===== src/rtl/irq_route_pkg.sv =====
package irq_route_pkg;

  // Which register a byte address selects
  typedef enum logic [1:0] {
    SEL_ENABLE = 2'd0,
    SEL_STATUS = 2'd1,
    SEL_ROUTE  = 2'd2,
    SEL_NONE   = 2'd3
  } reg_sel_e;

  // Byte offsets of the register file
  localparam int unsigned OFS_ENABLE = 0;
  localparam int unsigned OFS_STATUS = 4;
  localparam int unsigned OFS_ROUTE0 = 8;

  // Bit position of source n's routing field inside the flattened routing bank
  function automatic int unsigned route_lsb(int unsigned n, int unsigned field_w,
                                            int unsigned per_reg, int unsigned data_w);
    return (n / per_reg) * data_w + (n % per_reg) * field_w;
  endfunction

  // Number of routing registers needed to hold one field per source
  function automatic int unsigned route_regs(int unsigned n_src, int unsigned per_reg);
    return (n_src + per_reg - 1) / per_reg;
  endfunction

  // Index width with a floor of one bit
  function automatic int unsigned idx_width(int unsigned count);
    return (count > 1) ? $clog2(count) : 1;
  endfunction

endpackage


===== src/rtl/irq_addr_decode.sv =====
module irq_addr_decode
  import irq_route_pkg::*;
#(
  parameter int unsigned ADDR_W  = 8,
  parameter int unsigned N_ROUTE = 4,
  parameter int unsigned IDX_W   = 2
) (
  input  logic [ADDR_W-1:0] addr,
  output reg_sel_e          sel,
  output logic [IDX_W-1:0]  route_idx
);

  localparam int unsigned WORD_ENABLE = OFS_ENABLE / 4;
  localparam int unsigned WORD_STATUS = OFS_STATUS / 4;
  localparam int unsigned WORD_ROUTE0 = OFS_ROUTE0 / 4;

  logic        aligned;
  int unsigned word_i;

  assign aligned = (addr[1:0] == 2'b00);
  assign word_i  = 32'(addr[ADDR_W-1:2]);

  always_comb begin
    sel       = SEL_NONE;
    route_idx = '0;
    if (aligned) begin
      if (word_i == WORD_ENABLE) begin
        sel = SEL_ENABLE;
      end else if (word_i == WORD_STATUS) begin
        sel = SEL_STATUS;
      end else if (word_i >= WORD_ROUTE0 && word_i < WORD_ROUTE0 + N_ROUTE) begin
        sel       = SEL_ROUTE;
        route_idx = IDX_W'(word_i - WORD_ROUTE0);
      end
    end
  end

endmodule


===== src/rtl/irq_regbank.sv =====
module irq_regbank #(
  parameter int unsigned N_SRC   = 32,
  parameter int unsigned DATA_W  = 32,
  parameter int unsigned N_ROUTE = 4
) (
  input  logic                      clk,
  input  logic                      rst_n,
  input  logic                      enable_wr,
  input  logic [N_ROUTE-1:0]        route_wr,
  input  logic [DATA_W-1:0]         wdata,
  output logic [N_SRC-1:0]          enable_q,
  output logic [N_ROUTE*DATA_W-1:0] route_flat
);

  always_ff @(posedge clk or negedge rst_n) begin
    if (!rst_n) begin
      enable_q <= '0;
    end else if (enable_wr) begin
      enable_q <= wdata[N_SRC-1:0];
    end
  end

  for (genvar r = 0; r < N_ROUTE; r++) begin : g_route
    logic [DATA_W-1:0] route_q;

    always_ff @(posedge clk or negedge rst_n) begin
      if (!rst_n) begin
        route_q <= '0;
      end else if (route_wr[r]) begin
        route_q <= wdata;
      end
    end

    assign route_flat[r*DATA_W +: DATA_W] = route_q;
  end

endmodule


===== src/rtl/irq_route_fan.sv =====
module irq_route_fan
  import irq_route_pkg::*;
#(
  parameter int unsigned N_SRC   = 32,
  parameter int unsigned N_CPU   = 8,
  parameter int unsigned FIELD_W = 4,
  parameter int unsigned DATA_W  = 32,
  parameter int unsigned N_ROUTE = 4
) (
  input  logic [N_SRC-1:0]          pending,
  input  logic [N_ROUTE*DATA_W-1:0] route_flat,
  output logic [N_CPU-1:0]          cpu_irq
);

  localparam int unsigned PER_REG = DATA_W / FIELD_W;

  // Line 0 is the "unrouted" code and never drives
  assign cpu_irq[0] = 1'b0;

  for (genvar k = 1; k < N_CPU; k++) begin : g_line
    logic hit;

    always_comb begin
      hit = 1'b0;
      for (int n = 0; n < N_SRC; n++) begin
        if (pending[n] &&
            route_flat[route_lsb(n, FIELD_W, PER_REG, DATA_W) +: FIELD_W] == FIELD_W'(k)) begin
          hit = 1'b1;
        end
      end
    end

    assign cpu_irq[k] = hit;
  end

endmodule


===== src/rtl/routed_irq_ctrl.sv =====
module routed_irq_ctrl
  import irq_route_pkg::*;
#(
  parameter int unsigned N_SRC   = 32,
  parameter int unsigned N_CPU   = 8,
  parameter int unsigned FIELD_W = 4,
  parameter int unsigned DATA_W  = 32,
  parameter int unsigned ADDR_W  = 8
) (
  input  logic              clk,
  input  logic              rst_n,
  input  logic [ADDR_W-1:0] reg_addr,
  input  logic              reg_we,
  input  logic [DATA_W-1:0] reg_wdata,
  output logic [DATA_W-1:0] reg_rdata,
  input  logic [N_SRC-1:0]  src_irq,
  output logic [N_CPU-1:0]  cpu_irq
);

  localparam int unsigned PER_REG    = DATA_W / FIELD_W;
  localparam int unsigned N_ROUTE    = route_regs(N_SRC, PER_REG);
  localparam int unsigned IDX_W      = idx_width(N_ROUTE);
  localparam int unsigned ROUTE_BITS = N_ROUTE * DATA_W;

  // Named internal events, used by the checker
  reg_sel_e                sel;
  logic [IDX_W-1:0]        route_idx;
  logic                    enable_wr;
  logic [N_ROUTE-1:0]      route_wr;
  logic                    sel_none;
  logic [N_SRC-1:0]        enable_q;
  logic [ROUTE_BITS-1:0]   route_flat;
  logic [N_SRC-1:0]        pending_vec;
  logic [DATA_W-1:0]       rd_next;
  logic [DATA_W-1:0]       rdata_q;

  irq_addr_decode #(
    .ADDR_W (ADDR_W),
    .N_ROUTE(N_ROUTE),
    .IDX_W  (IDX_W)
  ) u_decode (
    .addr     (reg_addr),
    .sel      (sel),
    .route_idx(route_idx)
  );

  assign enable_wr = reg_we && (sel == SEL_ENABLE);
  assign sel_none  = (sel == SEL_NONE);

  for (genvar r = 0; r < N_ROUTE; r++) begin : g_wr
    assign route_wr[r] = reg_we && (sel == SEL_ROUTE) && (route_idx == IDX_W'(r));
  end

  irq_regbank #(
    .N_SRC  (N_SRC),
    .DATA_W (DATA_W),
    .N_ROUTE(N_ROUTE)
  ) u_regs (
    .clk       (clk),
    .rst_n     (rst_n),
    .enable_wr (enable_wr),
    .route_wr  (route_wr),
    .wdata     (reg_wdata),
    .enable_q  (enable_q),
    .route_flat(route_flat)
  );

  assign pending_vec = enable_q & src_irq;

  irq_route_fan #(
    .N_SRC  (N_SRC),
    .N_CPU  (N_CPU),
    .FIELD_W(FIELD_W),
    .DATA_W (DATA_W),
    .N_ROUTE(N_ROUTE)
  ) u_fan (
    .pending   (pending_vec),
    .route_flat(route_flat),
    .cpu_irq   (cpu_irq)
  );

  // Read path: select before the edge, register at the edge
  always_comb begin
    rd_next = '0;
    unique case (sel)
      SEL_ENABLE: rd_next[N_SRC-1:0] = enable_q;
      SEL_STATUS: rd_next[N_SRC-1:0] = src_irq;
      SEL_ROUTE:  rd_next = route_flat[32'(route_idx) * DATA_W +: DATA_W];
      default:    rd_next = '0;
    endcase
  end

  always_ff @(posedge clk or negedge rst_n) begin
    if (!rst_n) begin
      rdata_q <= '0;
    end else begin
      rdata_q <= rd_next;
    end
  end

  assign reg_rdata = rdata_q;

endmodule


===== config.mk =====
export PLATFORM = sky130hd
export DESIGN_NAME = routed_irq_ctrl
export DESIGN_NICKNAME = d
export VERILOG_FILES = /design/src/rtl/irq_route_pkg.sv /design/src/rtl/irq_addr_decode.sv /design/src/rtl/irq_regbank.sv /design/src/rtl/irq_route_fan.sv /design/src/rtl/routed_irq_ctrl.sv
export SDC_FILE = /design/constraint.sdc
export NUM_CORES = 1
export LEC_CHECK = 0
export BUFFER_PORTS_ARGS = -buffer_cell sky130_fd_sc_hd__buf_2
export CORE_MARGIN = 3
export CORE_UTILIZATION = 64
export DETAILED_ROUTE_END_ITERATION = 12
export PLACE_DENSITY = 0.88
export SYNTH_ARGS = -nofsm -noshare
export SYNTH_HDL_FRONTEND = slang
export SYNTH_SLANG_ARGS = --single-unit

===== constraint.sdc =====
create_clock -name clk -period 9.31 [get_ports clk]
set_input_delay 1.862 -clock clk [delete_from_list [all_inputs] [get_ports clk]]
set_output_delay 1.862 -clock clk [all_outputs]
set_load 0.05 [all_outputs]

After elaboration in Yosys (flattened, before gate mapping)
Index checks and enable logic that the tools add are counted.
W data, S select, Z words.

word-level totals
  register bits = 192
  bits of input ports = 75
  output and inout bits = 40
  logic and storage cells = 709

operators by class
  add/sub/neg operators = 1
  order comparisons = 2
  equality and inequality tests = 230
  shift-type cells = 1
  multiplexer cells = 233
  bitwise operators = 1
  reduce and logical (&&, ||, !) cells = 235

operators with widths
  kind                   count
  $eq A4 B3 Y1 const B   128
  $eq A4 B2 Y1 const B   64
  $logic_and A1 B1 Y1    231
  $mux W1                225
  $eq A4 B1 Y1 const B   32
  $shiftx A128 B8 Y32    1
  $pmux W32 S3           1
  $and A32 B32 Y32       1
  $logic_not A32 Y1      1
  $mux W2                7
  $eq A2 B2 Y1 const B   3
  $eq A6 B1 Y1 const B   1
  $ge A6 B2 Y1 const B   1
  $logic_not A2 Y1       3
  $lt A6 B3 Y1 const B   1
  $eq A2 B1 Y1 const B   2
  $sub A2 B2 Y2 const B  1

Depth between registers and ports, before layout
  depth in word-level cells = 34
  depth in mapped cells = 8
  depth with buffers taken out = 5

Hierarchy
A second synthesis with hierarchy kept.

unflattened totals
  cells, all modules = 904
  area, all modules = 11696.2 um^2

by module, submodules not included
  module           times used  cells an instance  area each (um^2)  sequential area each (um^2)
  irq_regbank      1           340                6725.2            4003.8
  routed_irq_ctrl  1           225                2742.6            800.8
  irq_route_fan    1           332                2164.6            0.0
  irq_addr_decode  1           7                  63.8              0.0

Worst setup path before layout
Ideal clock, no wire load.

  kind = input to output
  start point = in src_irq[29]
  end point = out cpu_irq[2]
  arrival time = 3.737 ns
  data required time = 7.448 ns
  slack = 3.711 ns
  cell stages on the path = 6
  path buffers = 1
  path through = nand4b_1 nor3_1 or4_1 or4_1 or4_1 buf_4

between the ends
  cells in the longest elaborated chain, start to end = 5

ends and longest elaborated chain
  item                  line                   text
  start, declared       routed_irq_ctrl.sv:16  input logic [N_SRC-1:0] src_irq,
  $and A32 B32 Y32      routed_irq_ctrl.sv:68  assign pending_vec = enable_q & src_irq;
  $logic_and A1 B1 Y1   irq_route_fan.sv:26    if (pending[n] &&
  $mux W1 (3 in a row)  irq_route_fan.sv:26
  end, declared         routed_irq_ctrl.sv:17  output logic [N_CPU-1:0] cpu_irq

Every way passes these cells.

Worst setup path in the final report
Same ends and word-level chain as after synthesis.

==> report_table.html <==
<table>
<tr><th>Metric</th><th>Value</th></tr>
<tr><th colspan="2">Status</th></tr>
<tr><td>Status</td><td>finished clean</td></tr>
<tr><th colspan="2">Power and ir drop</th></tr>
<tr><td>Static Leak</td><td>5.686 nW</td></tr>
<tr><td>Power per cell area</td><td>approximately 150 nW/um^2</td></tr>
<tr><td>Max VDD drop</td><td>between 0.1 and 0.15 mV</td></tr>
<tr><th colspan="2">Place</th></tr>
<tr><td>Final HPWL from detailed placement</td><td>roughly 30000 um</td></tr>
<tr><td>Final Wtd Congestion</td><td>~1.0</td></tr>
<tr><td>Number of buffers inserted by port buffering</td><td>113</td></tr>
<tr><th colspan="2">Layout</th></tr>
<tr><td>Ratio of cells with drive above 1 in the final layout</td><td>0.2872</td></tr>
<tr><td>Number of diodes</td><td>0</td></tr>
<tr><td>Final core utilization</td><td>0.7346</td></tr>
<tr><td>Area growth from synthesis to final layout</td><td>11.39%</td></tr>
<tr><td>Post-layout net count</td><td>roughly 1200</td></tr>
<tr><th colspan="2">Route</th></tr>
<tr><td>Number of DRC markers after the initial detailed-route iteration</td><td>between 1000 and 1500</td></tr>
<tr><td>Total routed wirelength</td><td>between 40000 and 50000 um</td></tr>
<tr><td>Number of vias per cell</td><td>7.558</td></tr>
<tr><td>Count of vias placed by the detailed router</td><td>about 10000</td></tr>
<tr><td>Average wire per standard cell</td><td>approximately 31 um</td></tr>
<tr><td>Number of DRC violations after detailed routing</td><td>0</td></tr>
<tr><td>Antenna Nets Post-Route</td><td>0</td></tr>
<tr><td>Drt first pass iters</td><td>5</td></tr>
<tr><th colspan="2">Synth</th></tr>
<tr><td>Unique masters post-synth</td><td>between 60 and 70</td></tr>
<tr><td>Post-synthesis cell count</td><td>1036</td></tr>
<tr><td>Fraction of the mapped netlist area in compound gates</td><td>0.1186</td></tr>
<tr><td>Synthesis-stage register bit count</td><td>192</td></tr>
<tr><td>Post-Synthesis Net Count</td><td>1111</td></tr>
<tr><td>Fraction of synthesis flops using an asynchronous set or reset pin</td><td>1.000</td></tr>
<tr><td>Number of flops mapped to enable cells by yosys</td><td>0</td></tr>
<tr><td>Syn Std Cell Area</td><td>between 10000 and 15000 um^2</td></tr>
<tr><td>Sequential share of the synthesized area</td><td>0.4363</td></tr>
<tr><td>Synth Area in Simple Gates</td><td>0.2122</td></tr>
<tr><td>Dominant combinational cell family by area after synthesis</td><td>simple AND/OR/NAND/NOR gates</td></tr>
<tr><td>Count of warnings emitted by yosys</td><td>0</td></tr>
<tr><td>Synthesized-area fraction occupied by adder cells</td><td>0</td></tr>
<tr><td>Multiplexer fraction of the synthesized cell area</td><td>0.2005</td></tr>
<tr><td>Avg Cell Area, Syn</td><td>approximately 11 um^2</td></tr>
<tr><td>Xor/xnor cell area share of the yosys netlist</td><td>0</td></tr>
<tr><td>Top_reg_cell synth</td><td>dfrtp_1</td></tr>
<tr><th colspan="2">Floorplan</th></tr>
<tr><td>Floorplan die height</td><td>between 100 and 150 um</td></tr>
<tr><td>Row cnt</td><td>47</td></tr>
<tr><td>Standard cell core area</td><td>16700 um^2</td></tr>
<tr><td>Starting utilization of the core area</td><td>0.6594</td></tr>
<tr><td>Overall die area</td><td>roughly 19000 um^2</td></tr>
<tr><td>Width of the chip</td><td>137.2 um</td></tr>
<tr><td>I/O pin count</td><td>approximately 120</td></tr>
<tr><th colspan="2">Worst setup path</th></tr>
<tr><td>Launching element type of the critical path</td><td>input pin</td></tr>
<tr><td>Type of destination of the critical path</td><td>output port</td></tr>
<tr><td>Data arrival time of the worst path</td><td>between 4000 and 5000 ps</td></tr>
<tr><td>Most frequent cell on the critical path</td><td>or4_1</td></tr>
<tr><td>Kind of cell with the highest combined delay on the critical path</td><td>simple AND/OR/NAND/NOR gates</td></tr>
<tr><td>Biggest fanout along the worst timing path</td><td>4</td></tr>
<tr><td>Count of buffering cells on the critical path with inverters included</td><td>2</td></tr>
<tr><td>CP max stage cell</td><td>or4_1</td></tr>
<tr><td>Required arrival time at the worst endpoint</td><td>between 7000 and 8000 ps</td></tr>
<tr><td>Crit. path cell count</td><td>7</td></tr>
<tr><td>Cells along the critical path</td><td>buf_2 &gt; nand4b_1 &gt; nor3_1 &gt; or4_1 &gt; or4_1 &gt; or4_1 &gt; buf_2</td></tr>
<tr><td>Reg2reg path depth</td><td>4</td></tr>
<tr><td>Worst stage delay on the critical path</td><td>between 500 and 600 ps</td></tr>
<tr><td>Critical path class</td><td>input pin to output port</td></tr>
<tr><th colspan="2">Timing</th></tr>
<tr><td>Final Critical Period</td><td>roughly 6000 ps</td></tr>
<tr><td>Actual slew at the worst max-slew pin</td><td>1037 ps</td></tr>
<tr><td>Peak clock frequency supported by timing</td><td>~170 MHz</td></tr>
<tr><td>Pins over their slew limit</td><td>0</td></tr>
<tr><td>Setup repair after global routing missed its margin</td><td>false</td></tr>
<tr><td>Setup TNS</td><td>0 ps</td></tr>
<tr><td>Final setup vio count</td><td>0</td></tr>
<tr><td>Worst-case clock skew</td><td>around 9 ps</td></tr>
<tr><td>Count of final hold-check violations</td><td>0</td></tr>
<tr><td>Period Utilization, post-route</td><td>0.6438</td></tr>
<tr><td>Max_slew headroom</td><td>0.2989</td></tr>
<tr><th colspan="2">GRT</th></tr>
<tr><td>Number of antenna violations at the first check in global routing</td><td>0</td></tr>
<tr><td>Overflow after GRT</td><td>0</td></tr>
<tr><td>First-pass GRT wire length</td><td>around 60000 um</td></tr>
<tr><td>All-layer global routing usage</td><td>0.4494</td></tr>
<tr><td>Largest net degree at the start of global routing</td><td>around 120</td></tr>
<tr><td>Via count of the first global-routing pass</td><td>~9800</td></tr>
<tr><th colspan="2">CTS</th></tr>
<tr><td>Cell chosen for the clock root</td><td>clkbuf_16</td></tr>
<tr><td>Clock tree from TritonCTS</td><td>yes</td></tr>
<tr><td>Post-CTS repair timing setup buffer count</td><td>0</td></tr>
<tr><td>Hold buffers post-CTS</td><td>0</td></tr>
<tr><td>Post-cts repair resize count</td><td>0</td></tr>
<tr><td>Skew-Pair Late Insertion Delay</td><td>around 440 ps</td></tr>
<tr><td>Clock-pin transition on the worst setup and hold timing paths</td><td>~70 ps</td></tr>
<tr><td>Total clock sinks</td><td>around 190</td></tr>
<tr><td>TritonCTS buffer count</td><td>17</td></tr>
<tr><td>Worst-case clock buffer depth</td><td>2</td></tr>
<tr><td>Maximum level of the CTS H-tree</td><td>4</td></tr>
<tr><th colspan="2">Worst hold path</th></tr>
<tr><td>Worst hold path depth</td><td>1</td></tr>
<tr><td>Hold crit path type</td><td>register to register</td></tr>
<tr><th colspan="2">Job</th></tr>
<tr><td>Max-capacitance violation count</td><td>0</td></tr>
</table>
[kinds of logic (layout without fill, tap and decap cells)]
| kind of cell | count (synthesis) | count (layout) |
|---|---|---|
| flip-flops | 192 | 192 |
| AO/OA/AOI/OAI | 192 | 192 |
| other | 1 | 1 |
| multiplexers | 190 | 190 |
| buffers and inverters | 76 | 168 |
| AND/OR/NAND/NOR | 385 | 385 |
[flip-flops by register name (all words and copies together) (netlist names)]
name,flops
reg_rdata,32
u_regs.enable_q,32
u_regs.g_route.route_q,128
[stage by stage]
step | cells | hold slack (ps) | worst slack, ps | area (um^2) | total power, mW
after floorplan | 1036 | 494.7 | 3711 | 11010 | 1.019
after global placement | 1316 | 510.8 | 3355 | 11660 | 1.104
after detailed placement | 1316 | 527.7 | 3328 | 11660 | 1.112
after CTS | 1348 | 548.9 | 3327 | 12270 | 1.856
after global routing | 1348 | 560.0 | 3284 | 12270 | 1.911
final | 1348 | 549.8 | 3316 | 12270 | 1.861
[path summary, 6_finish.rpt]
check / from / end / slack, ps
max: src_irq[29] / cpu_irq[2] / 3320
min: u_regs.enable_q[18] / u_regs.enable_q[18] / 550
max reg2reg: u_regs.enable_q[24] / reg_rdata[24] / 7940
min reg2reg: u_regs.enable_q[18] / u_regs.enable_q[18] / 550
max in group asynchronous: rst_n / reg_rdata[17] / 6300
min in group asynchronous: rst_n / u_regs.g_route[2].route_q[28] / 1520
[synthesized netlist by cell type (4+ instances only)]
cell type,number,share of area
nor4_1,38,0.022
nor4bb_1,13,0.012
nand4b_1,23,0.018
nor3_1,47,0.021
buf_4,8,0.0055
clkbuf_1,33,0.011
o311ai_0,4,0.0032
o32ai_1,4,0.0032
and3_1,5,0.0028
nor2b_1,11,0.0062
or3_1,6,0.0034
o21ai_0,10,0.0045
and3b_1,7,0.0056
o22ai_1,38,0.022
o211ai_1,5,0.0034
a21oi_1,63,0.029
nand4_1,17,0.0097
or4_1,11,0.0075
a2111oi_0,5,0.0040
mux2_4,30,0.041
buf_1,7,0.0024
dfrtp_1,192,0.44
a32oi_1,4,0.0032
nand3b_1,17,0.012
buf_2,12,0.0055
mux2_2,125,0.13
nand2_1,45,0.015
nand2b_1,24,0.014
inv_1,13,0.0044
nor3b_1,20,0.014
a22o_1,30,0.024
nor2_1,45,0.015
nand3_1,36,0.016
and4b_1,8,0.0073
mux2i_1,35,0.032
[worst register-to-register path, cell delays in order, from the launching register on]
cell	delay, ps
dfrtp_1	500
mux2i_1	350
nor2_1	70
a21oi_1	160
o22ai_1	120
[power by group]
group          internal [mW]  switching (mW)  total, mW
Combinational         0.0731          0.0992      0.172
Sequential             0.867          0.0686      0.935
Clock                  0.402           0.351      0.753
Total                   1.34           0.518       1.86
[placed cells by master, fill, tap and decap left out, types with 23 or more instances in the layout]
cell type | synthesis | layout
o22ai_1 | 38 | 38
mux2_2 | 125 | 125
nor3_1 | 47 | 46
nand3_1 | 36 | 36
nand2b_1 | 24 | 24
nand4b_1 | 23 | 23
nand2_1 | 45 | 45
mux2i_1 | 35 | 35
nor4_1 | 38 | 38
a21oi_1 | 63 | 63
buf_2 | 12 | 112
dfrtp_1 | 192 | 192
mux2_4 | 30 | 30
nor2_1 | 45 | 42
a22o_1 | 30 | 30
[layer usage]
metal	vias to the layer above	wire length [um]	global-route usage
met2	882	19250	0.7093
met1	4998	15620	0.6060
met3	141	5340	0.09825
li1	4167	-	-
met5	-	0	0
met4	0	1778	0.1835
[layout make-up]
| class | instances | area (um^2) |
|---|---|---|
| multi-input combinational | 768 | 5882 |
| sequential | 192 | 4805 |
| fill | 1146 | 4433 |
| timing repair buffer | 123 | 649.4 |
| clock buffer | 20 | 466.7 |
| tap | 220 | 275.3 |
| clock inverter | 12 | 141.4 |
| inverter | 13 | 48.80 |
Power figures use the tool's default switching activity.
